### src/rtl/enc_rx_pkg.sv
// Package: shared types, field geometry and helper functions for the
// oversampled encoder field receiver. Assumes an 8-bit CRC shifted MSB first.
package enc_rx_pkg;

    localparam int FIELD_PAY_W  = 16;               // payload bits per field
    localparam int CRC_W        = 8;                // CRC width
    localparam int BIT_START    = 0;                // index of the start bit
    localparam int BIT_PAY_LO   = 1;                // first payload bit index
    localparam int BIT_PAY_HI   = FIELD_PAY_W;      // last payload bit index
    localparam int BIT_DELIM    = FIELD_PAY_W + 1;  // delimiter bit index
    localparam int BIT_CHK_LO   = FIELD_PAY_W - CRC_W + 1; // first check-byte bit

    typedef enum logic [1:0] {
        RX_IDLE = 2'd0,
        RX_HUNT = 2'd1,
        RX_BITS = 2'd2
    } rx_state_t;

    // Map the oversampling selector to samples per bit.
    function automatic logic [3:0] os_factor(input logic [1:0] sel);
        case (sel)
            2'd1:    return 4'd6;
            2'd2:    return 4'd4;
            default: return 4'd8;
        endcase
    endfunction

    // One MSB-first CRC step for a single input bit.
    function automatic logic [CRC_W-1:0] crc_step(input logic [CRC_W-1:0] c,
                                                  input logic             b,
                                                  input logic [CRC_W-1:0] poly);
        logic fb;
        fb = c[CRC_W-1] ^ b;
        return {c[CRC_W-2:0], 1'b0} ^ (fb ? poly : {CRC_W{1'b0}});
    endfunction

endpackage

### src/rtl/enc_rx_bit_timer.sv
// Bit timer: counts samples inside the current field and raises a strobe at
// the middle sample of each bit. Assumes 'load' marks the first low sample of
// a start bit (sample 0) and that 'run' stays high while a field is timed.
module enc_rx_bit_timer #(
    parameter int PHW = 4,
    parameter int BIW = 5
) (
    input  logic           clk,
    input  logic           rst_n,
    input  logic           run,
    input  logic           load,
    input  logic [PHW-1:0] os_n,
    output logic           mid,
    output logic [BIW-1:0] bit_idx
);
    logic           active;
    logic [PHW-1:0] ph;
    logic [PHW-1:0] half;

    assign half    = os_n >> 1;
    assign mid     = active && (ph == half);

    // Sample phase and bit index counter.
    always_ff @(posedge clk) begin
        if (!rst_n || !run) begin
            active  <= 1'b0;
            ph      <= '0;
            bit_idx <= '0;
        end else if (load) begin
            active  <= 1'b1;
            ph      <= PHW'(1);
            bit_idx <= '0;
        end else if (active) begin
            if (ph == os_n - PHW'(1)) begin
                ph      <= '0;
                bit_idx <= bit_idx + BIW'(1);
            end else begin
                ph      <= ph + PHW'(1);
            end
        end
    end
endmodule

### src/rtl/enc_rx_crc.sv
// Running CRC over single bits, MSB first. Assumes 'clr' and 'en' are never
// needed in the same cycle; 'clr' wins if they are.
module enc_rx_crc
    import enc_rx_pkg::*;
#(
    parameter logic [CRC_W-1:0] POLY = 8'h07,
    parameter logic [CRC_W-1:0] INIT = 8'h00
) (
    input  logic             clk,
    input  logic             rst_n,
    input  logic             clr,
    input  logic             en,
    input  logic             din,
    output logic [CRC_W-1:0] crc
);
    // CRC register update.
    always_ff @(posedge clk) begin
        if (!rst_n || clr) crc <= INIT;
        else if (en)       crc <= crc_step(crc, din, POLY);
    end
endmodule

### src/rtl/enc_field_rx.sv
// Top: receives a multi-field encoder response from an oversampled line.
// Hunts for each start bit, times the field with the bit timer, shifts in
// payload, checks the delimiter, feeds the CRC and ends the response on
// count, framing error or timeout. Assumes one line sample per clock, idle high.
module enc_field_rx
    import enc_rx_pkg::*;
#(
    parameter logic [7:0] CRC_POLY = 8'h07,
    parameter logic [7:0] CRC_INIT = 8'h00,
    parameter int         FCW      = 4,
    parameter int         TOW      = 16
) (
    input  logic                   clk,
    input  logic                   rst_n,
    input  logic                   start,
    input  logic [1:0]             os_sel,
    input  logic [FCW-1:0]         field_count,
    input  logic [TOW-1:0]         timeout_limit,
    input  logic                   line_in,
    output logic                   busy,
    output logic                   field_valid,
    output logic [FCW-1:0]         field_idx,
    output logic [FIELD_PAY_W-1:0] field_data,
    output logic                   done,
    output logic                   crc_ok,
    output logic [CRC_W-1:0]       crc_calc,
    output logic [CRC_W-1:0]       crc_rx,
    output logic                   frame_err,
    output logic                   timeout_err
);
    localparam int PHW = 4;
    localparam int BIW = $clog2(BIT_DELIM + 1);

    rx_state_t              state;
    logic [PHW-1:0]         os_q;
    logic [FCW-1:0]         last_idx;
    logic [FCW-1:0]         fidx;
    logic [TOW-1:0]         tlim_q;
    logic [TOW-1:0]         tcnt;
    logic [TOW:0]           tnext;
    logic [FIELD_PAY_W-1:0] shreg;
    logic                   accept, load, run, mid, is_last, crc_en, timeout_hit;
    logic                   in_pay, in_chk;
    logic [BIW-1:0]         bidx;

    // Control decode for this cycle.
    always_comb begin
        accept      = start && (state == RX_IDLE);
        load        = (state == RX_HUNT) && !line_in;
        run         = load || (state == RX_BITS);
        is_last     = (fidx == last_idx);
        in_pay      = (bidx >= BIW'(BIT_PAY_LO)) && (bidx <= BIW'(BIT_PAY_HI));
        in_chk      = (bidx >= BIW'(BIT_CHK_LO)) && is_last;
        crc_en      = (state == RX_BITS) && mid && in_pay && !in_chk;
        tnext       = {1'b0, tcnt} + (TOW+1)'(1);
        timeout_hit = tnext >= {1'b0, tlim_q};
    end

    assign busy = (state != RX_IDLE);

    enc_rx_bit_timer #(.PHW(PHW), .BIW(BIW)) u_timer (
        .clk     (clk),
        .rst_n   (rst_n),
        .run     (run),
        .load    (load),
        .os_n    (os_q),
        .mid     (mid),
        .bit_idx (bidx)
    );

    enc_rx_crc #(.POLY(CRC_POLY), .INIT(CRC_INIT)) u_crc (
        .clk   (clk),
        .rst_n (rst_n),
        .clr   (accept),
        .en    (crc_en),
        .din   (line_in),
        .crc   (crc_calc)
    );

    // Response sequencer: hunt, field timing, result capture.
    always_ff @(posedge clk) begin
        if (!rst_n) begin
            state       <= RX_IDLE;
            os_q        <= 4'd8;
            last_idx    <= '0;
            fidx        <= '0;
            tlim_q      <= '0;
            tcnt        <= '0;
            shreg       <= '0;
            field_valid <= 1'b0;
            field_idx   <= '0;
            field_data  <= '0;
            done        <= 1'b0;
            crc_ok      <= 1'b0;
            crc_rx      <= '0;
            frame_err   <= 1'b0;
            timeout_err <= 1'b0;
        end else begin
            field_valid <= 1'b0;
            done        <= 1'b0;
            case (state)
                RX_IDLE: begin
                    if (start) begin
                        os_q        <= os_factor(os_sel);
                        last_idx    <= (field_count == '0) ? '0 : field_count - FCW'(1);
                        tlim_q      <= timeout_limit;
                        fidx        <= '0;
                        tcnt        <= '0;
                        crc_ok      <= 1'b0;
                        frame_err   <= 1'b0;
                        timeout_err <= 1'b0;
                        state       <= RX_HUNT;
                    end
                end
                RX_HUNT: begin
                    if (!line_in) begin
                        state <= RX_BITS;
                    end else if (timeout_hit) begin
                        timeout_err <= 1'b1;
                        done        <= 1'b1;
                        state       <= RX_IDLE;
                    end else begin
                        tcnt <= tnext[TOW-1:0];
                    end
                end
                RX_BITS: begin
                    if (mid) begin
                        if (bidx == BIW'(BIT_START)) begin
                            if (line_in) state <= RX_HUNT;
                        end else if (in_pay) begin
                            shreg <= {shreg[FIELD_PAY_W-2:0], line_in};
                        end else if (bidx == BIW'(BIT_DELIM)) begin
                            if (!line_in) begin
                                frame_err <= 1'b1;
                                done      <= 1'b1;
                                state     <= RX_IDLE;
                            end else begin
                                field_valid <= 1'b1;
                                field_data  <= shreg;
                                field_idx   <= fidx;
                                if (is_last) begin
                                    crc_rx <= shreg[CRC_W-1:0];
                                    crc_ok <= (crc_calc == shreg[CRC_W-1:0]);
                                    done   <= 1'b1;
                                    state  <= RX_IDLE;
                                end else begin
                                    fidx  <= fidx + FCW'(1);
                                    tcnt  <= '0;
                                    state <= RX_HUNT;
                                end
                            end
                        end
                    end
                end
                default: state <= RX_IDLE;
            endcase
        end
    end
endmodule

### config.mk
export PLATFORM = sky130hd
export DESIGN_NAME = enc_field_rx
export DESIGN_NICKNAME = d
export VERILOG_FILES = /design/src/rtl/enc_rx_pkg.sv /design/src/rtl/enc_rx_bit_timer.sv /design/src/rtl/enc_rx_crc.sv /design/src/rtl/enc_field_rx.sv
export SDC_FILE = /design/constraint.sdc
export NUM_CORES = 1
export LEC_CHECK = 0
export CAP_MARGIN = 30
export CORE_AREA = 5 5 112 114
export DETAILED_ROUTE_END_ITERATION = 8
export DIE_AREA = 0 0 117 119
export PLACE_DENSITY = 0.74
export SKIP_LAST_GASP = 1
export SLEW_MARGIN = 30
export SYNTH_ARGS = -nofsm -noshare
export SYNTH_HDL_FRONTEND = slang
export SYNTH_SLANG_ARGS = --single-unit
### constraint.sdc
create_clock -name clk -period 3.1 [get_ports clk]
set_input_delay 0.31 -clock clk [delete_from_list [all_inputs] [get_ports clk]]
set_output_delay 0.31 -clock clk [all_outputs]
set_load 0.03 [all_outputs]
* Word-level counts from Yosys, hierarchy flattened *
Index checks and enable logic that the tools add are counted.

storage, ports and cells
  flip-flop bits (word level) = 113
  input port bits = 26
  output and inout port bits = 42
  word-level logic and storage cells = 161

cells by class
  add/sub/neg operators = 6
  $lt $le $gt $ge = 4
  equality and inequality tests = 25
  mux-type cells = 62
  bitwise operators = 8
  reduce and logical (&&, ||, !) cells = 36

operators with widths
  kind                     count
  $mux W16                 9
  $pmux W16 S3             1
  $mux W4                  9
  $mux W1                  27
  $ne A2 B2 Y1 const B     11
  $add A16 B1 Y17 const B  1
  $ge A17 B16 Y1           1
  $mux W2                  8
  $pmux W4 S2              2
  $reduce_and A8 Y1        2
  $reduce_and A7 Y1        2
  $reduce_and A6 Y1        2
  $reduce_and A10 Y1       1
  $add A4 B1 Y4 const B    2
  $eq A4 B4 Y1             2
  $eq A8 B8 Y1             1
  $logic_and A1 B1 Y1      8
  $pmux W1 S2              4
  $reduce_and A4 Y1        2
  $reduce_bool A2 Y1       4
  $sub A4 B1 Y4 const B    2
  $xor A8 B8 Y8            1
  $ne A3 B3 Y1 const B     2
  $not A1 Y1               6
  23 further kinds         31

* Logic depth before layout (Yosys ltp) *
Gate-level depths: netlist of the first run.

  word-level depth = 8
  gate-level depth with buffers = 13
  depth with buffers taken out = 12

* Cells and area by module *
A second synthesis of the first run with hierarchy kept.

unflattened totals
  cells, all modules = 661
  area, all modules = 5489.0 um^2

modules (own cells, without submodules)
  module            instances  cells an instance  area an instance (um^2)  seq. area each (um^2)
  enc_field_rx      1          552                4466.8                   1881.8
  enc_rx_bit_timer  1          76                 679.4                    200.2
  enc_rx_crc        1          33                 342.8                    160.2

* Least setup slack after synthesis of the first run *
OpenSTA, ideal clock, no wires.

  kind = reg-to-reg
  from = reg tcnt[0]
  to = reg tcnt[10]
  library setup time = 0.117 ns
  arrival = 2.848 ns
  required time = 2.983 ns
  path slack = 0.135 ns
  cell stages (with the launch flop) = 14
  buffers on the path = 1
  period minus slack after synthesis = 2.965 ns
  path through = dfxtp_1 > ha_1 > and4_1 > nand3_1 > nor2_1 > xor2_1 > ha_1 > a21o_1 > a21oi_1 > o31a_1 > and4_1 > buf_1 > mux2i_1 > nand2_1

on the way
  word-level cells in the longest chain between the ends = 4
  elaborated cells on any way between the ends = 7
  classes of those cells = add/sub (1); order compare (1); eq/ne (1); mux (3); reduce/logical (1)

ends and longest elaborated chain
  element                                                       line                                     text
  from (decl)                                                   enc_field_rx.sv:39                       logic [TOW-1:0] tcnt;
  from (signal assigned)                                        enc_field_rx.sv:123                      tcnt <= tnext[TOW-1:0];
  $add A16 B1 Y17 *                                             enc_field_rx.sv:55                       tnext = {1'b0, tcnt} + (TOW+1)'(1);
  $ge A17 B16 Y1 or $mux W16 (tied branches)                    enc_field_rx.sv:56, enc_field_rx.sv:118
  $ne A2 B2 Y1 (no line) or $mux W16 (tied branches)            -
  $reduce_and A10 Y1 (no line) or $pmux W16 S3 (tied branches)  -

Every way passes the cells marked *; elsewhere a longest branch is shown, timed or not. The select of a mux whose other input is x is not followed.
A chain may end at the register's enable or synchronous reset.

* Worst setup path after layout of the first run *
  from = reg tcnt[3]
  to = reg timeout_err

on the way
  word-level cells in the longest chain between the ends = 4

ends and longest elaborated chain
  element                      line                 text
  $add A16 B1 Y17              enc_field_rx.sv:55
  $ge A17 B16 Y1               enc_field_rx.sv:56   timeout_hit = tnext >= {1'b0, tlim_q};
  $ne A2 B2 Y1 (no line)       -
  $reduce_and A4 Y1 (no line)  -
  to (signal assigned)         enc_field_rx.sv:97   timeout_err <= 1'b0;
  to (signal assigned)         enc_field_rx.sv:111  timeout_err <= 1'b0;
  to (signal assigned)         enc_field_rx.sv:119  timeout_err <= 1'b1;
  to (decl)                    enc_field_rx.sv:29   output logic timeout_err

No other way between the ends.

==> results of run 1 <==
-- logic make-up after synthesis --
family,synth area share
and+or+nand+nor,0.2129
DFF,0.4021
AOI/OAI and AO/OA,0.1319
buffers and inverters,0.05003
xor gates and xnor gates,0.07023
muxes,0.07000
adders and majority gates,0.06282
-- routing by layer --
metal,GRT usage,vias up,routed length [um]
met4,0.07814,0,321
met1,0.2573,2224,6045
met2,0.3169,100,6430
met5,0,-,0
met3,0.04513,28,592
li1,-,2338,-
-- critical path: cells and delay by family (launching register included) --
| family | cells | cell delay, ns |
|---|---|---|
| xor gates and xnor gates | 1 | 0.27 |
| and+or+nand+nor | 6 | 1.01 |
| DFF | 1 | 0.41 |
| AOI/OAI and AO/OA | 3 | 0.56 |
| adders and majority gates | 1 | 0.32 |
| buffers and inverters | 1 | 0.21 |
-- worst max-delay path by stage --
stage	to	slack, ns
after floorplan	tcnt[10]	0.13
after global placement	tcnt[0]	0.17
after detailed placement	tcnt[0]	-0.02
after CTS	tcnt[0]	-0.003
after global routing	state[0]	0.02
final	timeout_err	0.21
-- power by group through the flow --
stage               Clock [mW]  Sequential, mW  Combinational (mW)
floorplan                    0            1.58               0.543
global placement             0            1.59               0.739
detailed placement           0            1.59               0.759
CTS                       1.15            1.56               0.764
global route              1.23            1.57               0.865
finish                    1.12            1.56               0.789
-- timing repair --
item	CTS	global route
endpoints found under the hold margin	0	0
resized for setup	1	9
setup buffers	0	2
setup endpoints to repair	12	20
pin swaps	0	1
-- metrics by stage --
stage          cells    TNS, ns  area [um^2]
2_1_floorplan    646          0         5577
3_3_place_gp     836          0         6384
3_5_place_dp     836    -0.1174         6392
4_1_cts          852  -0.003025         6681
5_1_grt          854          0         6723
6_report         854          0         6723
-- synthesized netlist by cell type (6+ instances only) --
master / count
xnor2_1: 19
o21ai_0: 9
nand4_1: 8
mux2i_1: 39
and3_1: 7
nor2_1: 59
xor2_1: 23
dfxtp_1: 112
nand2_1: 104
or3_1: 6
nand3_1: 20
nor3_1: 14
ha_1: 28
a21oi_1: 51
inv_1: 29
a32o_1: 10
a21boi_0: 6
clkbuf_1: 24
-- layout by cell type (no fill, tap or decap), types with 6 or more instances in the layout --
| master | synthesis | final |
|---|---|---|
| a32o_1 | 10 | 10 |
| nor2_1 | 59 | 59 |
| or3_1 | 6 | 6 |
| and3_1 | 7 | 7 |
| a21boi_0 | 6 | 6 |
| buf_4 | 5 | 19 |
| mux2i_1 | 39 | 39 |
| nand2_1 | 104 | 104 |
| inv_1 | 29 | 28 |
| ha_1 | 28 | 28 |
| dfxtp_1 | 112 | 109 |
| nand3_1 | 20 | 20 |
| o21ai_0 | 9 | 9 |
| xnor2_1 | 19 | 19 |
| xor2_1 | 23 | 23 |
| clkdlybuf4s50_1 | 0 | 67 |
| clkbuf_16 | 0 | 9 |
| nand4_1 | 8 | 8 |
| a21oi_1 | 51 | 51 |
| nor3_1 | 14 | 13 |
-- state kept, by name (all words and copies together), names as in the netlist, 5 cells and up --
name and flops:
field_data 16, shreg 16, tcnt 16, tlim_q 16
crc_rx 8, u_crc.crc 8, u_timer.bit_idx 5
-- final cells by class --
cell class / count / area, um^2 / share of cell area
multi-input combinational: 468 / 3085 / 0.4590
sequential: 112 / 2248 / 0.3345
timing repair buffer: 86 / 813.3 / 0.1210
clock buffer: 9 / 225.2 / 0.03350
tap: 143 / 178.9 / 0.02661
inverter: 29 / 108.9 / 0.01619
clock inverter: 7 / 62.56 / 0.009306
==> metrics.md, run 1 <==
| Metric | Value |
|---|---|
| Status | finished clean |
| Final net count | 760 |
| Worst EP arrival | roughly 3.1 ns |
| CTS Buf Count | 9 |
| Sw Share | 0.3186 |
| Gp weighted congestion | 0.9027 |
| R2r setup slk | around 0.21 ns |
| Maximum VDD drop | 0.3012 mV |
| Final hold slack | 0.4594 ns |
| DP HPWL | 9.570 mm |
| Grt ovf | 0 |
| Row cnt | 39 |
| Synth area leaders | dfxtp_1, mux2i_1, nand2_1 |
| Post-synthesis sequential area ratio | 0.4021 |
| Slew Limit Fails | 0 |
| CTS tree | yes |
| Fin crit share | 0.9326 |
| Tmin final | 2.891 ns |
| CP startpoint kind | flip-flop |
| Clock Root Buffer | clkbuf_16 |
| YS warnings | 0 |
| Initial antenna violation count | 0 |
| Die width | 117 um |
| Max-Slew Margin vs Limit | 0.4470 |
| Reg power frac | 0.449 |
| WL/cell | 15.68 um |
| Cts hold-fix bufs | 0 |
| Pre-CTS WS | -0.02134 ns |
| Crit. Startpoint | tcnt[3] |
| Type of the worst setup path | flip-flop to flip-flop |
| I/O pin total | 68 |
| Crit path largest cell delay | around 0.41 ns |
| Fraction of registers with async set or reset after synthesis | 0 |
| Worst Path Max Fanout | 13 |
| Hold Crit Start | tlim_q[11] |
| Drt via density | 5.492 |
| Number of global-route vias before repair | 4,709 |
| Yosys top cell area share | 0.4021 |
| Max Cap Viol | 0 |
| Worst R2R Path Depth | 12 |
| Max Clock Skew | 0.009151 ns |
| Int Pwr | 2.365 mW |
| Tot Pwr | 3.471 mW |
| Post-route ant nets | 0 |
| Total track usage | 0.1980 |
| Slowest CP cell | dfxtp_1 |
| WHS Endpoint | tlim_q[11] |
| Power per standard cell area | 516.3 mW/mm^2 |
| Diodes inserted | 0 |
| Post-layout util | 0.5938 |
| Worst Hold Depth | 2 |
| First-pass GRT wire length | 22.56 mm |
| H-tree depth | 3 |
| Worst Path Required | 3.34 ns |
| Syn nets | 700 |
| CP cell instances | and3_1 > nand3_1 > nor2_1 > xor2_1 > ha_1 > a21oi_1 > nor2b_1 > o31ai_1 > and4_2 > buf_4 > nor3_1 > o221a_2 |
| Number of synthesized flops with an enable pin | 0 |
| Logic pwr share | 0.227 |
| Net load switching power | roughly 1.1 mW |
| CTS clock-pin slew for the worst setup and hold paths | around 0.07 ns |
| Worst-margin pin slew | 0.8220 ns |
| Worst R2R Start | tcnt[3] |
| Area delta synth->final | 20.55% |
| Drt pass-1 iters | 5 |
| Leakage power total | ~2.9 nW |
| Setup violators final | 0 |
| Sink Count | 112 |
| Number of remaining DRC errors | 0 |
| Leading area contributor after synthesis | dfxtp_1 |
| Largest net degree at the start of global routing | 31 |
| Hold Fails Final Rpt | 0 |
| Post-synthesis cell type count | 60 |
| Initial Util | 0.4926 |
| RSZ-0062 raised after global routing | false |
| Synth Flop Type | dfxtp_1 |
| Min setup slack post-route | 0.2090 ns |
| Mapped Area | approximately 0.0056 mm^2 |
| Core area | 0.01132 mm^2 |
| Vias | 4,690 |
| Die ar. | 0.01392 mm^2 |
| Synth Instances | 646 |
| Share of layout cells above drive strength 1 | 0.08158 |
| Port bufs | between 60 and 70 |
| Final WL | between 10 and 15 mm |
| Fillers | 1,000 |
| Critical Path Sink Type | flip-flop |
| Starting DRT DRC Count | between 200 and 250 |
| Maximum buffer depth of the clock tree | 2 |
| Fmax | 345.9 MHz |
| HP Class | flip-flop to flip-flop |
| Avg Synthesized Cell Area | 8.633 um^2 |
| Register bit count reported by yosys | 112 |
| RR Endpoint | timeout_err |
| Die H | 119 um |
| Clock power frac | 0.324 |
| Worst-Skew Late Latency | 0.35 ns |
No activity file was read; power rests on OpenSTA's default activity.
==> run 2, diff against run 1 <==
- ABC_AREA: default -> 1
- CORE_AREA: 5 5 112 114 -> 5 5 113 115
- DIE_AREA: 0 0 117 119 -> 0 0 118 120
==> run 2 against run 1 <==
Global-route usage down 0.82 points. Synthesized cell count rose by 27%. Sequential share of layout area shrank 0.99 points. Combinational power rose to 2.8 times the previous value. Critical path depth up 9. Core utilization fell by 0.26 points. Sequential cell count stayed put. Design area increased by 3.0%. Clock-buffer cell count unchanged.
==> metrics.md, run 2 <==
| Metric | Value |
|---|---|
| Post-Synth Adder-Cell Area | 0.06110 (was 0.06282) |
| Worst R2R Start | tcnt[0] (was tcnt[3]) |
| CTS clock-pin slew for the worst setup and hold paths | 0.07 ns (about the same) |
| Die width | 118 um (was 117 um) |
| Worst Path Max Fanout | 14 (was 13) |
| Number of synthesized flops with an enable pin | 0 (unchanged) |
| Type of the worst setup path | flip-flop to flip-flop (unchanged) |
| Core area | 0.01171 mm^2 (was 0.01132 mm^2) |
| Final WL | 13.22 mm (was 13.39 mm) |
| Max Clock Skew | 0.007710 ns (was 0.009151 ns) |
| Post-synthesis sequential area ratio | 0.3910 (was 0.4021) |
| Most frequent cells in the layout | nand2_1, nor2_1, dfxtp_1 (was dfxtp_1, nand2_1, clkdlybuf4s50_1) |
| Final net count | 936 (was 760) |
| Number of global-route vias before repair | 4,790 (was 4,709) |
| Worst-margin pin slew | 0.7062 ns (was 0.8220 ns) |
| Worst Hold Depth | 2 (unchanged) |
| Post-synthesis cell type count | 35 (was 60) |
| Slew Limit Fails | 0 (unchanged) |
| Worst EP arrival | 3.07 ns (was 3.13 ns) |
| Crit. Startpoint | tcnt[0] (was tcnt[3]) |
| Grt ovf | 0 (unchanged) |
| Mapped Area | 0.005734 mm^2 (was 0.005577 mm^2) |
| CTS tree | yes (unchanged) |
| Power per standard cell area | 751.7 mW/mm^2 (was 516.3 mW/mm^2) |
| Maximum VDD drop | 0.3844 mV (was 0.3012 mV) |
| Die ar. | 0.01416 mm^2 (was 0.01392 mm^2) |
| Fin crit share | 0.9103 (was 0.9326) |
| Row cnt | 40 (was 39) |
| Top cells by count, synth | nand2_1, nor2_1, dfxtp_1 (was dfxtp_1, nand2_1, nor2_1) |
| Reg area | 0.002247 mm^2 (was 0.002248 mm^2) |
| Yosys top cell area share | 0.3910 (was 0.4021) |
| I/O pin total | 68 (unchanged) |
| Avg Synthesized Cell Area | 6.967 um^2 (was 8.633 um^2) |
| Total track usage | 0.1898 (was 0.1980) |
| Leading area contributor after synthesis | dfxtp_1 (unchanged) |
| Cts hold-fix bufs | 0 (unchanged) |
| Diodes inserted | 0 (unchanged) |
| Leakage power total | 3.084 nW (was 2.850 nW) |
| Critical Path Sink Type | flip-flop (unchanged) |
| Most frequent cell after synthesis | nand2_1 (was dfxtp_1) |
| Gp weighted congestion | 0.9007 (was 0.9027) |
| Synth Flop Type | dfxtp_1 (unchanged) |
| Status | finished clean (unchanged) |
| Hold Fails Final Rpt | 0 (unchanged) |
| Register bit count reported by yosys | 112 (unchanged) |
| Tot Pwr | 5.205 mW (was 3.471 mW) |
| DP HPWL | 9.285 mm (was 9.570 mm) |
| Multi-input logic area | 0.002989 mm^2 (was 0.003085 mm^2) |
| Number of remaining DRC errors | 0 (unchanged) |
| Setup violators final | 0 (unchanged) |
| Largest family of logic cells by synthesized area | simple AND/OR/NAND/NOR gates (unchanged) |
| Post-layout util | 0.5912 (was 0.5938) |
| Simple-gate share of the synthesized area | 0.2714 (was 0.2129) |
| Port bufs | 67 (unchanged) |
| Clock Root Buffer | clkbuf_16 (unchanged) |
| Commonest non-fill, non-tap cell in the layout | nand2_1 (was dfxtp_1) |
| Hold Crit Start | field_data[2] (was tlim_q[11]) |
| YS warnings | 0 (unchanged) |
| Fmax | 354.4 MHz (was 345.9 MHz) |
| Maximum buffer depth of the clock tree | 2 (unchanged) |
| Initial Util | 0.4896 (was 0.4926) |
| Placed Cells incl. Taps | 1,015 (was 836) |
| Syn nets | 877 (was 700) |
| Starting DRT DRC Count | 293 (was 240) |
| Largest net degree at the start of global routing | 80 (was 31) |
| Initial antenna violation count | 0 (unchanged) |
| Vias | 5,136 (was 4,690) |
| HP Class | flip-flop to flip-flop (unchanged) |
| H-tree depth | 3 (unchanged) |
| Max Cap Viol | 0 (unchanged) |
| Synth Instances | 823 (was 646) |
| Compound-Gate Fraction of Synth Area | 0.1394 (was 0.1319) |
| Fraction of registers with async set or reset after synthesis | 0 (unchanged) |
| Drt pass-1 iters | 5 (unchanged) |
| Worst-Skew Late Latency | 0.35 ns (about the same) |
| Setup TNS | 0 ns (unchanged) |
| Sink Count | 112 (unchanged) |
| Tmin final | 2.822 ns (was 2.891 ns) |
| First-pass GRT wire length | 22.45 mm (was 22.56 mm) |
| CP startpoint kind | flip-flop (unchanged) |
| Worst R2R Path Depth | 21 (was 12) |
| Die H | 120 um (was 119 um) |
| Worst Path Required | 3.35 ns (was 3.34 ns) |
| Mux contribution to synthesized area | 0 (was 0.07000) |
| CTS Buf Count | 9 (unchanged) |
| Synth area leaders | dfxtp_1, nand2_1, nor2_1 (was dfxtp_1, mux2i_1, nand2_1) |
| Share of layout cells above drive strength 1 | 0.08343 (was 0.08158) |
| Final Instance Count excl. Fillers | 1,034 (was 854) |
| XOR/XNOR Fraction of Synth Area | 0.03971 (was 0.07023) |
| Max-Slew Margin vs Limit | 0.5292 (was 0.4470) |
| WL/cell | 12.79 um (was 15.68 um) |
| Fillers | 1,105 (was 1,000) |
| Area delta synth->final | 20.75% (was 20.55%) |
| Post-route ant nets | 0 (unchanged) |
| Drt via density | 4.967 (was 5.492) |
-- run 2: area by class of cell --
type                    count  share of cell area
repair buffers             76              0.1102
inverters                 112             0.06072
clock buffers               9             0.03253
flip-flops and latches    112              0.3245
clock inverters             7             0.01373
well taps                 147             0.02656
multi-input cells         571              0.4317
-- run 2: worst paths after layout --
kind	endpoint	slack, ns
min	field_data[2]	0.45
min reg2reg	field_data[2]	0.45
max	tcnt[1]	0.28
max reg2reg	tcnt[1]	0.28
-- run 2: power by group --
part           switching [mW]  leakage (nW)  internal (mW)  total [mW]
combinational            1.36          2.02          0.860        2.22
clock                   0.538         0.156          0.710        1.25
sequential              0.121         0.912           1.62        1.74
total                    2.01          3.08           3.19        5.20
-- run 2: layer usage --
layer / wire (um) / GRT usage
met1: 6398 / 0.2535
met4: 314 / 0.08029
met2: 5921 / 0.2984
met5: 0 / 0
met3: 585 / 0.03911
-- run 2: cells by family (layout without fill, tap and decap cells) --
| group | Yosys count | count (layout) |
|---|---|---|
| AOI/OAI and AO/OA | 156 | 156 |
| xor gates and xnor gates | 26 | 26 |
| adders and majority gates | 28 | 28 |
| buffers and inverters | 140 | 204 |
| DFF | 112 | 112 |
| and+or+nand+nor | 361 | 361 |
-- run 2: repair_timing --
item | CTS | global route
resized for setup | 0 | 17
buffers inserted | 0 | 2
setup endpoints to repair | 0 | 19
-- run 2: per-stage QoR --
| stage | area, um^2 | setup WS (ns) | hold slack, ns |
|---|---|---|---|
| floorplan | 5734 | 0.3620 | 0.4212 |
| global placement | 6504 | 0.2000 | 0.4412 |
| detailed placement | 6504 | 0.07241 | 0.4418 |
| CTS | 6824 | 0.05544 | 0.4568 |
| global route | 6924 | -0.01955 | 0.4787 |
| finish | 6924 | 0.2781 | 0.4497 |
-- run 2: critical path, cell delays in order (launching register included) --
cell,delay (ns)
dfxtp_4,0.37
ha_2,0.18
nand2_2,0.08
nor2_4,0.14
nand2_4,0.08
nor2_4,0.13
buf_4,0.12
xor2_1,0.23
ha_1,0.29
nand2_1,0.10
nor2_1,0.04
nand2_1,0.07
nor2_1,0.04
nand2_1,0.05
nand2_1,0.06
nor2_2,0.10
nand2_1,0.09
nand2_2,0.11
nand2_4,0.09
clkbuf_16,0.19
nor2_1,0.09
nor2_1,0.05
==> run 3, diff against run 2 <==
- ABC_AREA: 1 -> default
- CORE_AREA: 5 5 113 115 -> 5 5 112 114
- CTS_BUF_LIST: default -> sky130_fd_sc_hd__clkbuf_16
- DIE_AREA: 0 0 118 120 -> 0 0 117 119
==> results of run 3 <==
Final layout, timing and power as in run 1 (identical DEF).
